File: src/rtl/cn_dd_pkg.sv
package cn_dd_pkg;

    // Controller states.
    typedef enum logic [0:0] {
        ST_OPEN  = 1'b0,
        ST_CHAIN = 1'b1
    } dd_state_e;

    // Which stored minimum the incoming column owns.
    typedef enum logic [1:0] {
        CASE_OWN_P0  = 2'd0,
        CASE_OWN_P1  = 2'd1,
        CASE_FOREIGN = 2'd2
    } own_case_e;

endpackage

File: src/rtl/cn_msg_mag.sv
module cn_msg_mag #(
    parameter int MSG_W = 6,
    parameter int MAG_W = MSG_W - 1
) (
    input  logic [MSG_W-1:0] msg,
    output logic [MAG_W-1:0] mag,
    output logic             sgn
);
    logic [MSG_W-1:0] negated;
    logic             is_floor;

    always_comb begin
        sgn      = msg[MSG_W-1];
        negated  = -msg;
        is_floor = msg[MSG_W-1] && (msg[MSG_W-2:0] == '0);
        if (is_floor)
            mag = '1;
        else if (sgn)
            mag = negated[MAG_W-1:0];
        else
            mag = msg[MAG_W-1:0];
    end
endmodule

File: src/rtl/cn_state_update.sv
module cn_state_update
    import cn_dd_pkg::*;
#(
    parameter int MSG_W = 6,
    parameter int IDX_W = 8,
    parameter int MAG_W = MSG_W - 1
) (
    input  logic             cur_sign,
    input  logic [MAG_W-1:0] cur_m0,
    input  logic [MAG_W-1:0] cur_m1,
    input  logic [IDX_W-1:0] cur_p0,
    input  logic [IDX_W-1:0] cur_p1,
    input  logic [MSG_W-1:0] msg,
    input  logic [IDX_W-1:0] col,
    input  logic             prev_sign,
    output logic             nxt_sign,
    output logic [MAG_W-1:0] nxt_m0,
    output logic [MAG_W-1:0] nxt_m1,
    output logic [IDX_W-1:0] nxt_p0,
    output logic [IDX_W-1:0] nxt_p1
);
    logic [MAG_W-1:0] mag;
    logic             new_sgn;
    own_case_e        sel;
    logic             below_m0;
    logic             below_m1;

    cn_msg_mag #(.MSG_W(MSG_W), .MAG_W(MAG_W)) u_mag (
        .msg (msg),
        .mag (mag),
        .sgn (new_sgn)
    );

    // Index comparators pick the ownership case; P0 takes priority.
    always_comb begin
        if (col == cur_p0)
            sel = CASE_OWN_P0;
        else if (col == cur_p1)
            sel = CASE_OWN_P1;
        else
            sel = CASE_FOREIGN;
    end

    // Magnitude comparators against both stored minima.
    assign below_m0 = (mag < cur_m0);
    assign below_m1 = (mag < cur_m1);

    always_comb begin
        nxt_sign = cur_sign ^ prev_sign ^ new_sgn;
        nxt_m0   = cur_m0;
        nxt_m1   = cur_m1;
        nxt_p0   = cur_p0;
        nxt_p1   = cur_p1;
        unique case (sel)
            CASE_OWN_P0: begin
                if (below_m1) begin
                    nxt_m0 = mag;    nxt_p0 = col;
                    nxt_m1 = cur_m1; nxt_p1 = cur_p1;
                end else begin
                    nxt_m0 = cur_m1; nxt_p0 = cur_p1;
                    nxt_m1 = mag;    nxt_p1 = col;
                end
            end
            CASE_OWN_P1: begin
                if (below_m0) begin
                    nxt_m0 = mag;    nxt_p0 = col;
                    nxt_m1 = cur_m0; nxt_p1 = cur_p0;
                end else begin
                    nxt_m0 = cur_m0; nxt_p0 = cur_p0;
                    nxt_m1 = mag;    nxt_p1 = col;
                end
            end
            CASE_FOREIGN: begin
                if (below_m0) begin
                    nxt_m0 = mag;    nxt_p0 = col;
                    nxt_m1 = cur_m0; nxt_p1 = cur_p0;
                end else if (below_m1) begin
                    nxt_m1 = mag;    nxt_p1 = col;
                end
            end
            default: begin
                nxt_m0 = cur_m0;
            end
        endcase
    end
endmodule

File: src/rtl/cn_dd_fsm.sv
module cn_dd_fsm
    import cn_dd_pkg::*;
(
    input  logic      clk,
    input  logic      rst_n,
    input  logic      in_valid,
    input  logic      dd_pair,
    output logic      in_ready,
    output logic      take,
    output logic      chain_start,
    output logic      out_load,
    output dd_state_e state
);
    dd_state_e state_nxt;

    // State register.
    always_ff @(posedge clk or negedge rst_n) begin
        if (!rst_n)
            state <= ST_OPEN;
        else
            state <= state_nxt;
    end

    // Transitions: open_stay, open_to_chain, chain_to_open.
    always_comb begin
        state_nxt = state;
        unique case (state)
            ST_OPEN:  state_nxt = (in_valid && dd_pair) ? ST_CHAIN : ST_OPEN;
            ST_CHAIN: state_nxt = ST_OPEN;
            default:  state_nxt = ST_OPEN;
        endcase
    end

    // Outputs.
    always_comb begin
        in_ready    = 1'b0;
        take        = 1'b0;
        chain_start = 1'b0;
        out_load    = 1'b0;
        unique case (state)
            ST_OPEN: begin
                in_ready    = 1'b1;
                take        = in_valid;
                chain_start = in_valid && dd_pair;
                out_load    = in_valid && !dd_pair;
            end
            ST_CHAIN: begin
                out_load    = 1'b1;
            end
            default: begin
                in_ready    = 1'b0;
            end
        endcase
    end
endmodule

File: src/rtl/cn_dd_resolver.sv
module cn_dd_resolver
    import cn_dd_pkg::*;
#(
    parameter int MSG_W = 6,
    parameter int IDX_W = 8
) (
    input  logic                 clk,
    input  logic                 rst_n,
    input  logic                 in_valid,
    output logic                 in_ready,
    input  logic                 dd_pair,
    input  logic                 rd_sign,
    input  logic [MSG_W-2:0]     rd_m0,
    input  logic [MSG_W-2:0]     rd_m1,
    input  logic [IDX_W-1:0]     rd_p0,
    input  logic [IDX_W-1:0]     rd_p1,
    input  logic [MSG_W-1:0]     ta_msg,
    input  logic [IDX_W-1:0]     ta_col,
    input  logic                 ta_prev_sign,
    input  logic [MSG_W-1:0]     tb_msg,
    input  logic [IDX_W-1:0]     tb_col,
    input  logic                 tb_prev_sign,
    output logic                 wr_en,
    output logic                 wr_sign,
    output logic [MSG_W-2:0]     wr_m0,
    output logic [MSG_W-2:0]     wr_m1,
    output logic [IDX_W-1:0]     wr_p0,
    output logic [IDX_W-1:0]     wr_p1
);
    localparam int MAG_W = MSG_W - 1;

    dd_state_e        state;
    logic             take;
    logic             chain_start;
    logic             out_load;

    // Held intermediate state and held second message.
    logic             h_sign;
    logic [MAG_W-1:0] h_m0, h_m1;
    logic [IDX_W-1:0] h_p0, h_p1;
    logic [MSG_W-1:0] h_msg;
    logic [IDX_W-1:0] h_col;
    logic             h_prev;

    // Shared update unit operands and result.
    logic             u_sign;
    logic [MAG_W-1:0] u_m0, u_m1;
    logic [IDX_W-1:0] u_p0, u_p1;
    logic [MSG_W-1:0] u_msg;
    logic [IDX_W-1:0] u_col;
    logic             u_prev;
    logic             r_sign;
    logic [MAG_W-1:0] r_m0, r_m1;
    logic [IDX_W-1:0] r_p0, r_p1;

    cn_dd_fsm u_fsm (
        .clk         (clk),
        .rst_n       (rst_n),
        .in_valid    (in_valid),
        .dd_pair     (dd_pair),
        .in_ready    (in_ready),
        .take        (take),
        .chain_start (chain_start),
        .out_load    (out_load),
        .state       (state)
    );

    // Operand select: memory word with A when open, held word with B when chaining.
    always_comb begin
        if (state == ST_CHAIN) begin
            u_sign = h_sign; u_m0 = h_m0; u_m1 = h_m1; u_p0 = h_p0; u_p1 = h_p1;
            u_msg  = h_msg;  u_col = h_col; u_prev = h_prev;
        end else begin
            u_sign = rd_sign; u_m0 = rd_m0; u_m1 = rd_m1; u_p0 = rd_p0; u_p1 = rd_p1;
            u_msg  = ta_msg;  u_col = ta_col; u_prev = ta_prev_sign;
        end
    end

    cn_state_update #(.MSG_W(MSG_W), .IDX_W(IDX_W), .MAG_W(MAG_W)) u_upd (
        .cur_sign  (u_sign),
        .cur_m0    (u_m0),
        .cur_m1    (u_m1),
        .cur_p0    (u_p0),
        .cur_p1    (u_p1),
        .msg       (u_msg),
        .col       (u_col),
        .prev_sign (u_prev),
        .nxt_sign  (r_sign),
        .nxt_m0    (r_m0),
        .nxt_m1    (r_m1),
        .nxt_p0    (r_p0),
        .nxt_p1    (r_p1)
    );

    // Local hold registers for the first step of a double connection.
    always_ff @(posedge clk or negedge rst_n) begin
        if (!rst_n) begin
            h_sign <= 1'b0; h_m0 <= '0; h_m1 <= '0; h_p0 <= '0; h_p1 <= '0;
            h_msg  <= '0;   h_col <= '0; h_prev <= 1'b0;
        end else if (chain_start) begin
            h_sign <= r_sign; h_m0 <= r_m0; h_m1 <= r_m1; h_p0 <= r_p0; h_p1 <= r_p1;
            h_msg  <= tb_msg; h_col <= tb_col; h_prev <= tb_prev_sign;
        end
    end

    // Write-back registers and strobe.
    always_ff @(posedge clk or negedge rst_n) begin
        if (!rst_n) begin
            wr_en   <= 1'b0;
            wr_sign <= 1'b0; wr_m0 <= '0; wr_m1 <= '0; wr_p0 <= '0; wr_p1 <= '0;
        end else begin
            wr_en <= out_load;
            if (out_load) begin
                wr_sign <= r_sign; wr_m0 <= r_m0; wr_m1 <= r_m1;
                wr_p0   <= r_p0;   wr_p1 <= r_p1;
            end
        end
    end

    logic unused_take;
    assign unused_take = take;
endmodule

File: config.mk
export PLATFORM = sky130hd
export DESIGN_NAME = cn_dd_resolver
export DESIGN_NICKNAME = d
export VERILOG_FILES = /design/src/rtl/cn_dd_pkg.sv /design/src/rtl/cn_msg_mag.sv /design/src/rtl/cn_state_update.sv /design/src/rtl/cn_dd_fsm.sv /design/src/rtl/cn_dd_resolver.sv
export SDC_FILE = /design/constraint.sdc
export NUM_CORES = 1
export LEC_CHECK = 0
export ABC_AREA = 0
export BUFFER_PORTS_ARGS = -buffer_cell sky130_fd_sc_hd__buf_4
export CAP_MARGIN = 0
export CORE_MARGIN = 2
export CORE_UTILIZATION = 60
export CTS_BUF_LIST = sky130_fd_sc_hd__clkbuf_16
export DETAILED_ROUTE_END_ITERATION = 10
export PLACE_DENSITY = 0.9
export SETUP_SLACK_MARGIN = 0.2
export SLEW_MARGIN = 20
export SYNTH_ARGS = -nofsm -noshare
export SYNTH_HDL_FRONTEND = slang
export SYNTH_SLANG_ARGS = --single-unit
File: constraint.sdc
create_clock -name clk -period 7.15 [get_ports clk]
set_input_delay 1.43 -clock clk [delete_from_list [all_inputs] [get_ports clk]]
set_output_delay 1.43 -clock clk [all_outputs]
set_load 0.02 [all_outputs]
=== Word-level counts from Yosys, hierarchy flattened ===
Cells that the tools add are included.

* Flip-flop bits (word level): 71
* Input port bits: 61
* Output and inout bits: 29

* Add/sub/neg operators: 1
* Order comparisons: 2
* Equal/unequal tests: 4
* Multiplexer cells: 31
* Bitwise logic cells: 3
* Reduce and logical (&&, ||, !) cells: 7

{| class="wikitable"
|+ Operators with widths
! operator !! number
|-
| $mux W8 || 8
|-
| $mux W5 || 9
|-
| $pmux W8 S3 || 1
|-
| $eq A8 B8 Y1 || 2
|-
| $pmux W8 S2 || 1
|-
| $pmux W5 S3 || 1
|-
| $lt A5 B5 Y1 || 2
|-
| $pmux W5 S2 || 1
|-
| $mux W6 || 1
|-
| $logic_not A5 Y1 || 1
|-
| $mux W1 || 5
|-
| $neg A5 Y5 || 1
|-
| $mux W2 || 2
|-
| $pmux W1 S2 || 2
|-
| $logic_and A1 B1 Y1 || 3
|-
| $eq A2 B1 Y1 const B || 1
|-
| $eq A2 B2 Y1 const B || 1
|-
| $logic_not A2 Y1 || 1
|-
| $reduce_or A2 Y1 || 1
|-
| $xor A1 B1 Y1 || 2
|-
| $logic_not A1 Y1 || 1
|-
| $not A1 Y1 || 1
|}

=== Longest topological paths before layout ===
Gate-level depths: netlist of the first run.

* Depth in word-level cells: 8
* Gate-level depth with buffers: 21
* Mapped depth without buffers: 14

=== Hierarchy ===
From an unflattened synthesis of the first run, not the netlist that was laid out.

* Cells, all modules: 391
* Area total of the unflattened synthesis: 4953.5 um^2

{| class="wikitable"
|+ By module, submodules not included
! module !! instances !! cells an instance !! area an instance (um^2) !! seq. area each (um^2)
|-
| cn_dd_resolver || 1 || 194 || 3611.0 || 1751.7
|-
| cn_state_update || 1 || 167 || 1151.1 || 0.0
|-
| cn_msg_mag || 1 || 24 || 133.9 || 0.0
|-
| cn_dd_fsm || 1 || 6 || 57.6 || 25.0
|}

=== Least setup slack after synthesis of the first run ===
OpenSTA, ideal clock, no wires.

* Kind: input port to flip-flop
* Start: in ta_msg[1]
* End: reg wr_m1[3]
* Library setup time: 0.142 ns
* Arrival time: 4.396 ns
* Required time: 7.008 ns
* Slack: 2.612 ns
* Stages on the path: 16
* Path buffers: 2
* Cell sequence: mux2i_1 ha_1 nor2b_1 ha_1 nor3_1 a21oi_1 ha_1 a21oi_1 and3_1 clkbuf_1 o21a_4 buf_6 a21oi_4 or3b_2 nand3_1 o31ai_1

* Longest elaborated chain between the ends: 8

{| class="wikitable"
|+ Ends and longest elaborated chain
! item !! line !! RTL
|-
| start: declaration || cn_dd_resolver.sv:17 || <nowiki>input logic [MSG_W-1:0] ta_msg,</nowiki>
|-
| $mux W6 * || cn_dd_resolver.sv:70 || <nowiki>if (state == ST_CHAIN) begin</nowiki>
|-
| $neg A5 Y5 or $logic_not A5 Y1 (tied branches) || cn_msg_mag.sv:14, cn_msg_mag.sv:15 ||
|-
| $mux W5 or $logic_and A1 B1 Y1 (tied branches) || cn_msg_mag.sv:18, cn_msg_mag.sv:15 ||
|-
| $mux W5 * || cn_msg_mag.sv:16 || <nowiki>if (is_floor)</nowiki>
|-
| $lt A5 B5 Y1 || cn_state_update.sv:46 || <nowiki>assign below_m1 = (mag < cur_m1);</nowiki>
|-
| $mux W5 || cn_state_update.sv:77 || <nowiki>end else if (below_m1) begin</nowiki>
|-
| $mux W5 || cn_state_update.sv:74 || <nowiki>if (below_m0) begin</nowiki>
|-
| $pmux W5 S3 * || cn_state_update.sv:54 || <nowiki>unique case (sel)</nowiki>
|-
| end signal: assignment || cn_dd_resolver.sv:114 || <nowiki>wr_sign <= r_sign; wr_m0 <= r_m0; wr_m1 <= r_m1;</nowiki>
|-
| end: declaration || cn_dd_resolver.sv:26 || <nowiki>output logic [MSG_W-2:0] wr_m1,</nowiki>
|}

Mark *: on every way between the ends. The rest lies on a longest branch, timed or not.
A chain may end at the register's enable or synchronous reset.

=== Worst setup path after layout of the first run ===
* Start: in ta_msg[1]
* End: reg h_m1[2]

* Longest elaborated chain between the ends: 8

{| class="wikitable"
|+ Ends and longest elaborated chain
! item !! line !! RTL
|-
| $mux W6 * || cn_dd_resolver.sv:70 ||
|-
| $neg A5 Y5 or $logic_not A5 Y1 (tied branches) || cn_msg_mag.sv:14, cn_msg_mag.sv:15 ||
|-
| $mux W5 or $logic_and A1 B1 Y1 (tied branches) || cn_msg_mag.sv:18, cn_msg_mag.sv:15 ||
|-
| $mux W5 * || cn_msg_mag.sv:16 ||
|-
| $lt A5 B5 Y1 || cn_state_update.sv:46 ||
|-
| $mux W5 || cn_state_update.sv:77 ||
|-
| $mux W5 || cn_state_update.sv:74 ||
|-
| $pmux W5 S3 * || cn_state_update.sv:54 ||
|-
| end signal: assignment || cn_dd_resolver.sv:101 || <nowiki>h_sign <= r_sign; h_m0 <= r_m0; h_m1 <= r_m1; h_p0 <= r_p0; h_p1 <= r_p1;</nowiki>
|-
| end: declaration || cn_dd_resolver.sv:39 || <nowiki>logic [MAG_W-1:0] h_m0, h_m1;</nowiki>
|}

Marked as above.

==> run_summary.xml, run 1 <==
<?xml version="1.0" encoding="UTF-8"?>
<metrics>
  <group name="synth">
    <metric name="syn-cell-area" unit="sq um">4620</metric>
    <metric name="synth_largest_type_area_fraction" unit="">0.385</metric>
    <metric name="predominant_post_synthesis_flop_cell" unit="">sky130_fd_sc_hd__dfrtp_1</metric>
    <metric name="cell_count_after_synthesis" unit="">514</metric>
    <metric name="avgSynthCellArea" unit="sq um">8.98</metric>
    <metric name="synthArstFlopShare" unit="">1.00</metric>
    <metric name="synth.net_count" unit="">585</metric>
    <metric name="synth.top_cells.by_area" unit="">sky130_fd_sc_hd__dfrtp_1 (38%), sky130_fd_sc_hd__nand2_1 (7.8%), sky130_fd_sc_hd__mux2i_1 (6.5%)</metric>
    <metric name="synth-edff-count" unit="">0</metric>
    <metric name="synth_most_common_cell" unit="">sky130_fd_sc_hd__nand2_1</metric>
    <metric name="synth.yosys.warnings" unit="">0</metric>
    <metric name="yosysTopAreaCell" unit="">sky130_fd_sc_hd__dfrtp_1</metric>
    <metric name="ys_seq_area_frac" unit="">0.385</metric>
    <metric name="synth.ff_latch_count" unit="">71</metric>
    <metric name="synth.cells.most_frequent" unit="">sky130_fd_sc_hd__nand2_1 (96), sky130_fd_sc_hd__dfrtp_1 (71), sky130_fd_sc_hd__nor2_1 (35)</metric>
    <metric name="ys_types" unit="">58</metric>
  </group>
  <group name="finish">
    <metric name="area_delta_synth_final" unit="%">20.2</metric>
    <metric name="post_layout_nonfiller_instances" unit="">686</metric>
    <metric name="multi_input_area" unit="sq um">2620</metric>
    <metric name="n_antenna_cell" unit="">0</metric>
    <metric name="nNetsFinal" unit="">653</metric>
    <metric name="drive_gt1_frac" unit="">0.245</metric>
    <metric name="regArea" unit="sq um">1780</metric>
    <metric name="fill_cells" unit="">559</metric>
  </group>
  <group name="clocking">
    <metric name="cts_tree" unit="">done</metric>
    <metric name="htreeDepth" unit="">3</metric>
    <metric name="ctsResizeCount" unit="">0</metric>
    <metric name="post_cts_hold_buffer_count" unit="">0</metric>
    <metric name="cts.reportedPaths.clkPinSlew" unit="ns">0.06</metric>
    <metric name="cts_buffer_depth" unit="">2</metric>
    <metric name="tritoncts.num_buffers" unit="">9</metric>
    <metric name="numClockSinks" unit="">71</metric>
    <metric name="postCtsSetupBuffers" unit="">0</metric>
    <metric name="clock_insertion_delay_worst_skew" unit="ns">0.34</metric>
    <metric name="cts_root_buf" unit="">sky130_fd_sc_hd__clkbuf_16</metric>
  </group>
  <group name="worst_hold_path">
    <metric name="timing.hold.worst.class" unit="">flip-flop to flip-flop</metric>
    <metric name="worst_hold_path.endpoint" unit="">h_col[4]$_DFFE_PN0P_</metric>
    <metric name="hp-start" unit="">h_col[4]$_DFFE_PN0P_</metric>
    <metric name="hold-path-cell-count" unit="">2</metric>
  </group>
  <group name="critical_path">
    <metric name="worst-endpoint-arrival" unit="ns">5.29</metric>
    <metric name="timing.critical_path.mode_cell" unit="">sky130_fd_sc_hd__ha_1</metric>
    <metric name="timing.setup.critical_path_class" unit="">input port to flip-flop</metric>
    <metric name="critical_path.max_fanout" unit="">26</metric>
    <metric name="worst_r2r_path_depth" unit="">12</metric>
    <metric name="required" unit="ns">7.33</metric>
    <metric name="worst_r2r_start" unit="">u_fsm.state$_DFF_PN0_</metric>
    <metric name="timing.critical_path.from_type" unit="">input port</metric>
    <metric name="r2r_end" unit="">h_m1[2]$_DFFE_PN0P_</metric>
    <metric name="timing.critical_path.to_type" unit="">flip-flop</metric>
    <metric name="worst_path_largest_cell_delay" unit="ns">0.92</metric>
    <metric name="r2r_setup_slack" unit="ns">2.23</metric>
    <metric name="crit_path_cell_trace" unit="">buf_4 -&gt; mux2i_1 -&gt; ha_1 -&gt; nor2b_1 -&gt; ha_1 -&gt; nor3_1 -&gt; a21oi_1 -&gt; ha_1 -&gt; nand4_1 -&gt; o21ai_2 -&gt; a221oi_1 -&gt; nor4_1 -&gt; a221o_1 -&gt; o21ai_1</metric>
    <metric name="critical_path.slowest_cell" unit="">sky130_fd_sc_hd__o21ai_2</metric>
  </group>
  <group name="detailed_routing">
    <metric name="detail_route.vias_per_cell" unit="">6.08</metric>
    <metric name="ant_nets" unit="">0</metric>
    <metric name="route.vias.total" unit="">4173</metric>
    <metric name="detail_route.iter0.violations" unit="">338</metric>
    <metric name="firstDrtPassIters" unit="">5</metric>
    <metric name="wire_per_inst" unit="um">18.0</metric>
    <metric name="drc_errors" unit="">0</metric>
    <metric name="wirelength" unit="um">12400</metric>
  </group>
  <group name="run_status">
    <metric name="run_status" unit="">finished clean</metric>
  </group>
  <group name="power">
    <metric name="switching_share" unit="">0.386</metric>
    <metric name="power.static_leakage" unit="nW">2.44</metric>
    <metric name="combinationalPowerShare" unit="">0.405</metric>
    <metric name="power_report.internal_total" unit="mW">1.12</metric>
    <metric name="p_clk_frac" unit="">0.259</metric>
    <metric name="vdd_drop_max" unit="mV">0.179</metric>
    <metric name="share_seq_of_total_power" unit="">0.336</metric>
    <metric name="pwr_density_cell" unit="nW/um^2">330</metric>
    <metric name="switchingPower" unit="mW">0.707</metric>
  </group>
  <group name="global_route">
    <metric name="wire_length_of_the_first_global_routing_pass" unit="um">20400</metric>
    <metric name="pin_count_of_the_biggest_net_entering_global_routing" unit="">72</metric>
    <metric name="track_usage" unit="">0.306</metric>
    <metric name="global_route.peak_usage_layer" unit="">met2</metric>
    <metric name="globalRouteMet2Util" unit="">0.464</metric>
    <metric name="grt_remaining_overflow" unit="">0</metric>
    <metric name="grt_util_met1" unit="">0.445</metric>
    <metric name="antenna_violations_before_repair" unit="">0</metric>
    <metric name="grt_use_met3" unit="">0.0567</metric>
    <metric name="first_global_vias" unit="">4067</metric>
  </group>
  <group name="timing">
    <metric name="timing_worst_slew_pin_value" unit="ns">1.06</metric>
    <metric name="setup-tns-final" unit="ns">0</metric>
    <metric name="timing_hold_violations_final" unit="">0</metric>
    <metric name="timing.clock.skew" unit="ns">0.0102</metric>
    <metric name="worst_slew_margin_rel" unit="">0.293</metric>
    <metric name="fin_crit_sh" unit="">0.714</metric>
    <metric name="setup_viol_count_final" unit="">0</metric>
    <metric name="maxClockFrequency" unit="MHz">196</metric>
    <metric name="final-max-slew-violation-count" unit="">0</metric>
    <metric name="fin_hold_ws" unit="ns">0.477</metric>
    <metric name="rsz0062_at_grt" unit="">no</metric>
    <metric name="period_minus_slack" unit="ns">5.11</metric>
  </group>
  <group name="placed_design">
    <metric name="numPortBuffers" unit="">89</metric>
    <metric name="routability_congestion_estimate_from_global_placement" unit="">0.973</metric>
    <metric name="place_hpwl" unit="um">8880</metric>
    <metric name="dpl.cell_count" unit="">670</metric>
  </group>
  <group name="floorplan">
    <metric name="die-height" unit="um">91.7</metric>
    <metric name="die_x" unit="um">91.7</metric>
    <metric name="design.portCount" unit="">90</metric>
    <metric name="die_area" unit="sq um">8410</metric>
    <metric name="initial_utilization" unit="">0.626</metric>
    <metric name="placeable_area" unit="sq um">7370</metric>
    <metric name="row_count" unit="">31</metric>
  </group>
  <group name="run">
    <metric name="maxCapViolCount" unit="">0</metric>
  </group>
</metrics>
==> layer usage <==
metal,vias to the layer above,part of all wire
met5,-,0
met4,0,0.017
met3,18,0.062
met2,174,0.46
met1,1997,0.47
li1,1984,-
==> sequential cells by signal, summed over array words and instances (netlist names), 5 cells and up <==
signal  flops
h_col       8
h_p0        8
h_p1        8
wr_p0       8
wr_p1       8
h_msg       6
h_m0        5
h_m1        5
wr_m0       5
wr_m1       5
==> stage by stage <==
step | area (sq um) | util | total power [mW] | setup slack, ns
floorplan | 4620 | - | 1.11 | 2.61
global placement | 5240 | 0.711 | 1.32 | 1.97
detailed placement | 5240 | 0.711 | 1.35 | 1.79
CTS | 5550 | 0.753 | 1.82 | 2.13
global route | 5550 | 0.753 | 1.93 | 1.60
finish | 5550 | 0.753 | 1.83 | 2.04
==> worst max-delay path: cells and delay by family <==
| family | cells | cell delay (ns) |
|---|---|---|
| adders and majority gates | 3 | 0.79 |
| AOI/OAI and AO/OA | 5 | 1.75 |
| and+or+nand+nor | 4 | 0.92 |
| buffers and inverters | 1 | 0.11 |
| muxes | 1 | 0.28 |
==> kinds of logic after synthesis <==
logic type | Yosys count | synth area share
and+or+nand+nor | 172 | 0.162
DFF | 71 | 0.385
buffers and inverters | 44 | 0.0504
xor gates and xnor gates | 31 | 0.0588
muxes | 43 | 0.100
AOI/OAI and AO/OA | 143 | 0.217
adders and majority gates | 10 | 0.0271
==> area by class of cell <==
class	instances	area share
Inverter	10	0.00676
Timing Repair Buffer	91	0.123
Clock buffer	9	0.0406
Sequential cell	71	0.320
Clock inverter	7	0.0156
Tap cell	99	0.0223
Multi-Input combinational cell	399	0.471
==> layout by cell type, fill, tap and decap left out, types with 12 or more instances in the layout <==
master,count
sky130_fd_sc_hd__nand2_1,96
sky130_fd_sc_hd__buf_4,91
sky130_fd_sc_hd__dfrtp_1,70
sky130_fd_sc_hd__nor2_1,35
sky130_fd_sc_hd__a21oi_1,31
sky130_fd_sc_hd__mux2i_1,30
sky130_fd_sc_hd__o21ai_0,18
sky130_fd_sc_hd__o211ai_1,18
sky130_fd_sc_hd__xnor2_1,18
sky130_fd_sc_hd__o21ai_1,17
sky130_fd_sc_hd__xor2_1,13
sky130_fd_sc_hd__nand3_1,12
sky130_fd_sc_hd__o31ai_1,12
==> power by group through the flow <==
| stage | logic (mW) | clock network (mW) | registers, mW |
|---|---|---|---|
| after global routing | 0.811 | 0.491 | 0.629 |
| after CTS | 0.734 | 0.472 | 0.612 |
| final | 0.742 | 0.474 | 0.615 |
| after floorplan | 0.446 | 0 | 0.662 |
| after global placement | 0.709 | 0 | 0.608 |
| after detailed placement | 0.730 | 0 | 0.616 |
==> how the worst max path moves through the flow <==
stage	start	endpoint	cells after the start	slack, ns
after floorplan	ta_msg[1]	wr_m1[3]$_DFFE_PN0P_	16	2.61
after global placement	ta_msg[1]	h_m1[2]$_DFFE_PN0P_	13	1.97
after detailed placement	ta_msg[1]	h_m1[2]$_DFFE_PN0P_	14	1.79
after CTS	ta_msg[1]	h_m1[2]$_DFFE_PN0P_	14	2.13
after global routing	ta_msg[1]	h_m1[2]$_DFFE_PN0P_	14	1.60
final	ta_msg[1]	h_m1[2]$_DFFE_PN0P_	14	2.04
(Power assumes the default switching activity.)
==> run 2: changes to the inputs <==
Settings changed: CORE_UTILIZATION 60 to 56, PLACE_DENSITY 0.9 to 0.85.
Clock period 7.15 ns to 5 ns, I/O delays scaled along.
==> run 2 against run 1 <==
Net effect:
- clock skew shrank 0.0067 ns
- cell count grew 1.9%
- routed wire length grew 3.9%
- design area grew 1.2%
- register-to-register slack lost 1.5 ns
- non-clock buffer count grew 7
- power grew 44%
- critical path type unchanged
- critical endpoint is now wr_p1[0]$_DFFE_PN0P_
- largest power group unchanged
- highest routed layer unchanged
==> run_summary.xml, run 2 (synthesized netlist as in run 1, its figures left out) <==
<?xml version="1.0" encoding="UTF-8"?>
<metrics>
  <group name="clocking">
    <metric name="clock_insertion_delay_worst_skew" unit="ns">0.34</metric>
    <metric name="ctsResizeCount" unit="">0</metric>
    <metric name="postCtsSetupBuffers" unit="">0</metric>
    <metric name="tritoncts.num_buffers" unit="">9</metric>
    <metric name="cts.reportedPaths.clkPinSlew" unit="ns">0.05</metric>
    <metric name="numClockSinks" unit="">71</metric>
    <metric name="cts_tree" unit="">done</metric>
    <metric name="cts_root_buf" unit="">sky130_fd_sc_hd__clkbuf_16</metric>
    <metric name="cts_buffer_depth" unit="">2</metric>
    <metric name="post_cts_hold_buffer_count" unit="">0</metric>
    <metric name="htreeDepth" unit="">3</metric>
  </group>
  <group name="placed_design">
    <metric name="place_hpwl" unit="um">9180</metric>
    <metric name="numPortBuffers" unit="">89</metric>
    <metric name="dpl.cell_count" unit="">683</metric>
    <metric name="routability_congestion_estimate_from_global_placement" unit="">1.01</metric>
    <metric name="place_worst_setup_slack" unit="ns">0.275</metric>
  </group>
  <group name="floorplan">
    <metric name="die-height" unit="um">94.8</metric>
    <metric name="die_area" unit="sq um">8990</metric>
    <metric name="row_count" unit="">33</metric>
    <metric name="design.portCount" unit="">90</metric>
    <metric name="die_x" unit="um">94.8</metric>
    <metric name="placeable_area" unit="sq um">8090</metric>
    <metric name="initial_utilization" unit="">0.571</metric>
  </group>
  <group name="detailed_routing">
    <metric name="route.vias.total" unit="">4352</metric>
    <metric name="detail_route.iter0.violations" unit="">490</metric>
    <metric name="ant_nets" unit="">0</metric>
    <metric name="wirelength" unit="um">12800</metric>
    <metric name="detail_route.vias_per_cell" unit="">6.23</metric>
    <metric name="drc_errors" unit="">0</metric>
    <metric name="wire_per_inst" unit="um">18.4</metric>
    <metric name="firstDrtPassIters" unit="">5</metric>
  </group>
  <group name="timing">
    <metric name="timing_hold_violations_final" unit="">0</metric>
    <metric name="final-max-slew-violation-count" unit="">0</metric>
    <metric name="worst_slew_margin_rel" unit="">0.305</metric>
    <metric name="fin_hold_ws" unit="ns">0.468</metric>
    <metric name="fin_crit_sh" unit="">0.896</metric>
    <metric name="setup-tns-final" unit="ns">0</metric>
    <metric name="period_minus_slack" unit="ns">4.48</metric>
    <metric name="timing_worst_slew_pin_value" unit="ns">1.04</metric>
    <metric name="worst_slack" unit="ns">0.520</metric>
    <metric name="rsz0062_at_grt" unit="">no</metric>
    <metric name="maxClockFrequency" unit="MHz">223</metric>
    <metric name="timing.clock.skew" unit="ns">0.00350</metric>
    <metric name="setup_viol_count_final" unit="">0</metric>
  </group>
  <group name="global_route">
    <metric name="track_usage" unit="">0.302</metric>
    <metric name="pin_count_of_the_biggest_net_entering_global_routing" unit="">72</metric>
    <metric name="first_global_vias" unit="">4198</metric>
    <metric name="antenna_violations_before_repair" unit="">0</metric>
    <metric name="wire_length_of_the_first_global_routing_pass" unit="um">20700</metric>
    <metric name="grt_remaining_overflow" unit="">0</metric>
  </group>
  <group name="finish">
    <metric name="layout.core_utilization" unit="">0.694</metric>
    <metric name="mostFrequentLayoutCells" unit="">sky130_fd_sc_hd__buf_4 (98), sky130_fd_sc_hd__nand2_1 (96), sky130_fd_sc_hd__dfrtp_1 (70)</metric>
    <metric name="fill_cells" unit="">661</metric>
    <metric name="nNetsFinal" unit="">660</metric>
    <metric name="drive_gt1_frac" unit="">0.254</metric>
    <metric name="layout.cells.most_common" unit="">sky130_fd_sc_hd__buf_4</metric>
    <metric name="post_layout_nonfiller_instances" unit="">699</metric>
    <metric name="n_antenna_cell" unit="">0</metric>
    <metric name="area_delta_synth_final" unit="%">21.7</metric>
  </group>
  <group name="critical_path">
    <metric name="r2r_setup_slack" unit="ns">0.68</metric>
    <metric name="critical_path.max_fanout" unit="">16</metric>
    <metric name="worst_r2r_start" unit="">u_fsm.state$_DFF_PN0_</metric>
    <metric name="timing.critical_path.from_type" unit="">input port</metric>
    <metric name="required" unit="ns">5.26</metric>
    <metric name="worst-endpoint-arrival" unit="ns">4.74</metric>
    <metric name="timing.setup.critical_path_class" unit="">input port to flip-flop</metric>
    <metric name="cp-startpoint" unit="">ta_msg[1]</metric>
    <metric name="timing.critical_path.to_type" unit="">flip-flop</metric>
  </group>
  <group name="run">
    <metric name="maxCapViolCount" unit="">0</metric>
  </group>
  <group name="power">
    <metric name="power.static_leakage" unit="nW">2.47</metric>
    <metric name="pwr_density_cell" unit="nW/um^2">470</metric>
    <metric name="vdd_drop_max" unit="mV">0.270</metric>
  </group>
  <group name="worst_hold_path">
    <metric name="timing.hold.worst.class" unit="">flip-flop to flip-flop</metric>
    <metric name="hp-start" unit="">h_col[3]$_DFFE_PN0P_</metric>
  </group>
  <group name="run_status">
    <metric name="run_status" unit="">finished clean</metric>
  </group>
</metrics>
[run 2: changes by cell type in the layout (fill, tap and decap cells not counted)]
| cell | delta |
|---|---|
| sky130_fd_sc_hd__inv_6 | -1 |
| sky130_fd_sc_hd__buf_4 | +7 |
| sky130_fd_sc_hd__o21ai_4 | +1 |
| sky130_fd_sc_hd__clkinv_2 | -1 |
| sky130_fd_sc_hd__clkinvlp_4 | +2 |
| sky130_fd_sc_hd__o21ai_2 | -1 |
[run 2: where the power goes]
part / internal, mW / switching [mW]
Clock: 0.432 / 0.243
Sequential: 0.747 / 0.128
Combinational: 0.444 / 0.645
[run 2: per-stage QoR]
| step | total power [mW] | area, sq um |
|---|---|---|
| final | 2.64 | 5620 |
| after global routing | 2.78 | 5620 |
| after CTS | 2.62 | 5610 |
| after detailed placement | 1.94 | 5300 |
| after global placement | 1.90 | 5300 |
| after floorplan | 1.58 | 4620 |
[run 2: layer usage]
metal | vias up | share of wire | routed length (um) | track usage
li1 | 2006 | - | - | -
met1 | 2067 | 0.42 | 5370 | 0.396
met2 | 235 | 0.47 | 6060 | 0.491
met3 | 44 | 0.079 | 1010 | 0.0535
met4 | 0 | 0.032 | 405 | 0.128
met5 | - | 0 | 0 | 0
[run 2: critical path: stages]
cell and delay (ns):
sky130_fd_sc_hd__buf_4 0.11, sky130_fd_sc_hd__mux2i_1 0.27, sky130_fd_sc_hd__ha_1 0.26, sky130_fd_sc_hd__nor2b_1 0.17
sky130_fd_sc_hd__ha_1 0.26, sky130_fd_sc_hd__nor3_1 0.09, sky130_fd_sc_hd__a21oi_1 0.41, sky130_fd_sc_hd__ha_1 0.28
sky130_fd_sc_hd__nand4_1 0.35, sky130_fd_sc_hd__o21ai_4 0.52, sky130_fd_sc_hd__buf_4 0.25, sky130_fd_sc_hd__nor2_1 0.07
sky130_fd_sc_hd__a211oi_1 0.37, sky130_fd_sc_hd__a21oi_1 0.12, sky130_fd_sc_hd__a21oi_1 0.21
[run 2: final cells by class]
cell class                 count  area (sq um)  share of cell area
clock buffer                   9           225              0.0401
clock inverter                 7          87.6              0.0156
inverter                      10          37.5             0.00668
multi-input combinational    399          2620               0.467
sequential                    71          1780               0.316
tap                          105           131              0.0234
timing repair buffer          98           736               0.131
[run 2: final timing paths]
| kind | to | cells past startpoint |
|---|---|---|
| worst max register to register | wr_p1[0]$_DFFE_PN0P_ | 15 |
| worst max-delay path | wr_p1[0]$_DFFE_PN0P_ | 15 |
| worst min-delay path | h_col[3]$_DFFE_PN0P_ | 2 |
| worst min register to register | h_col[3]$_DFFE_PN0P_ | 2 |
| min in group asynchronous | h_p0[3]$_DFFE_PN0P_ | 1 |
| max in group asynchronous | u_fsm.state$_DFF_PN0_ | 1 |
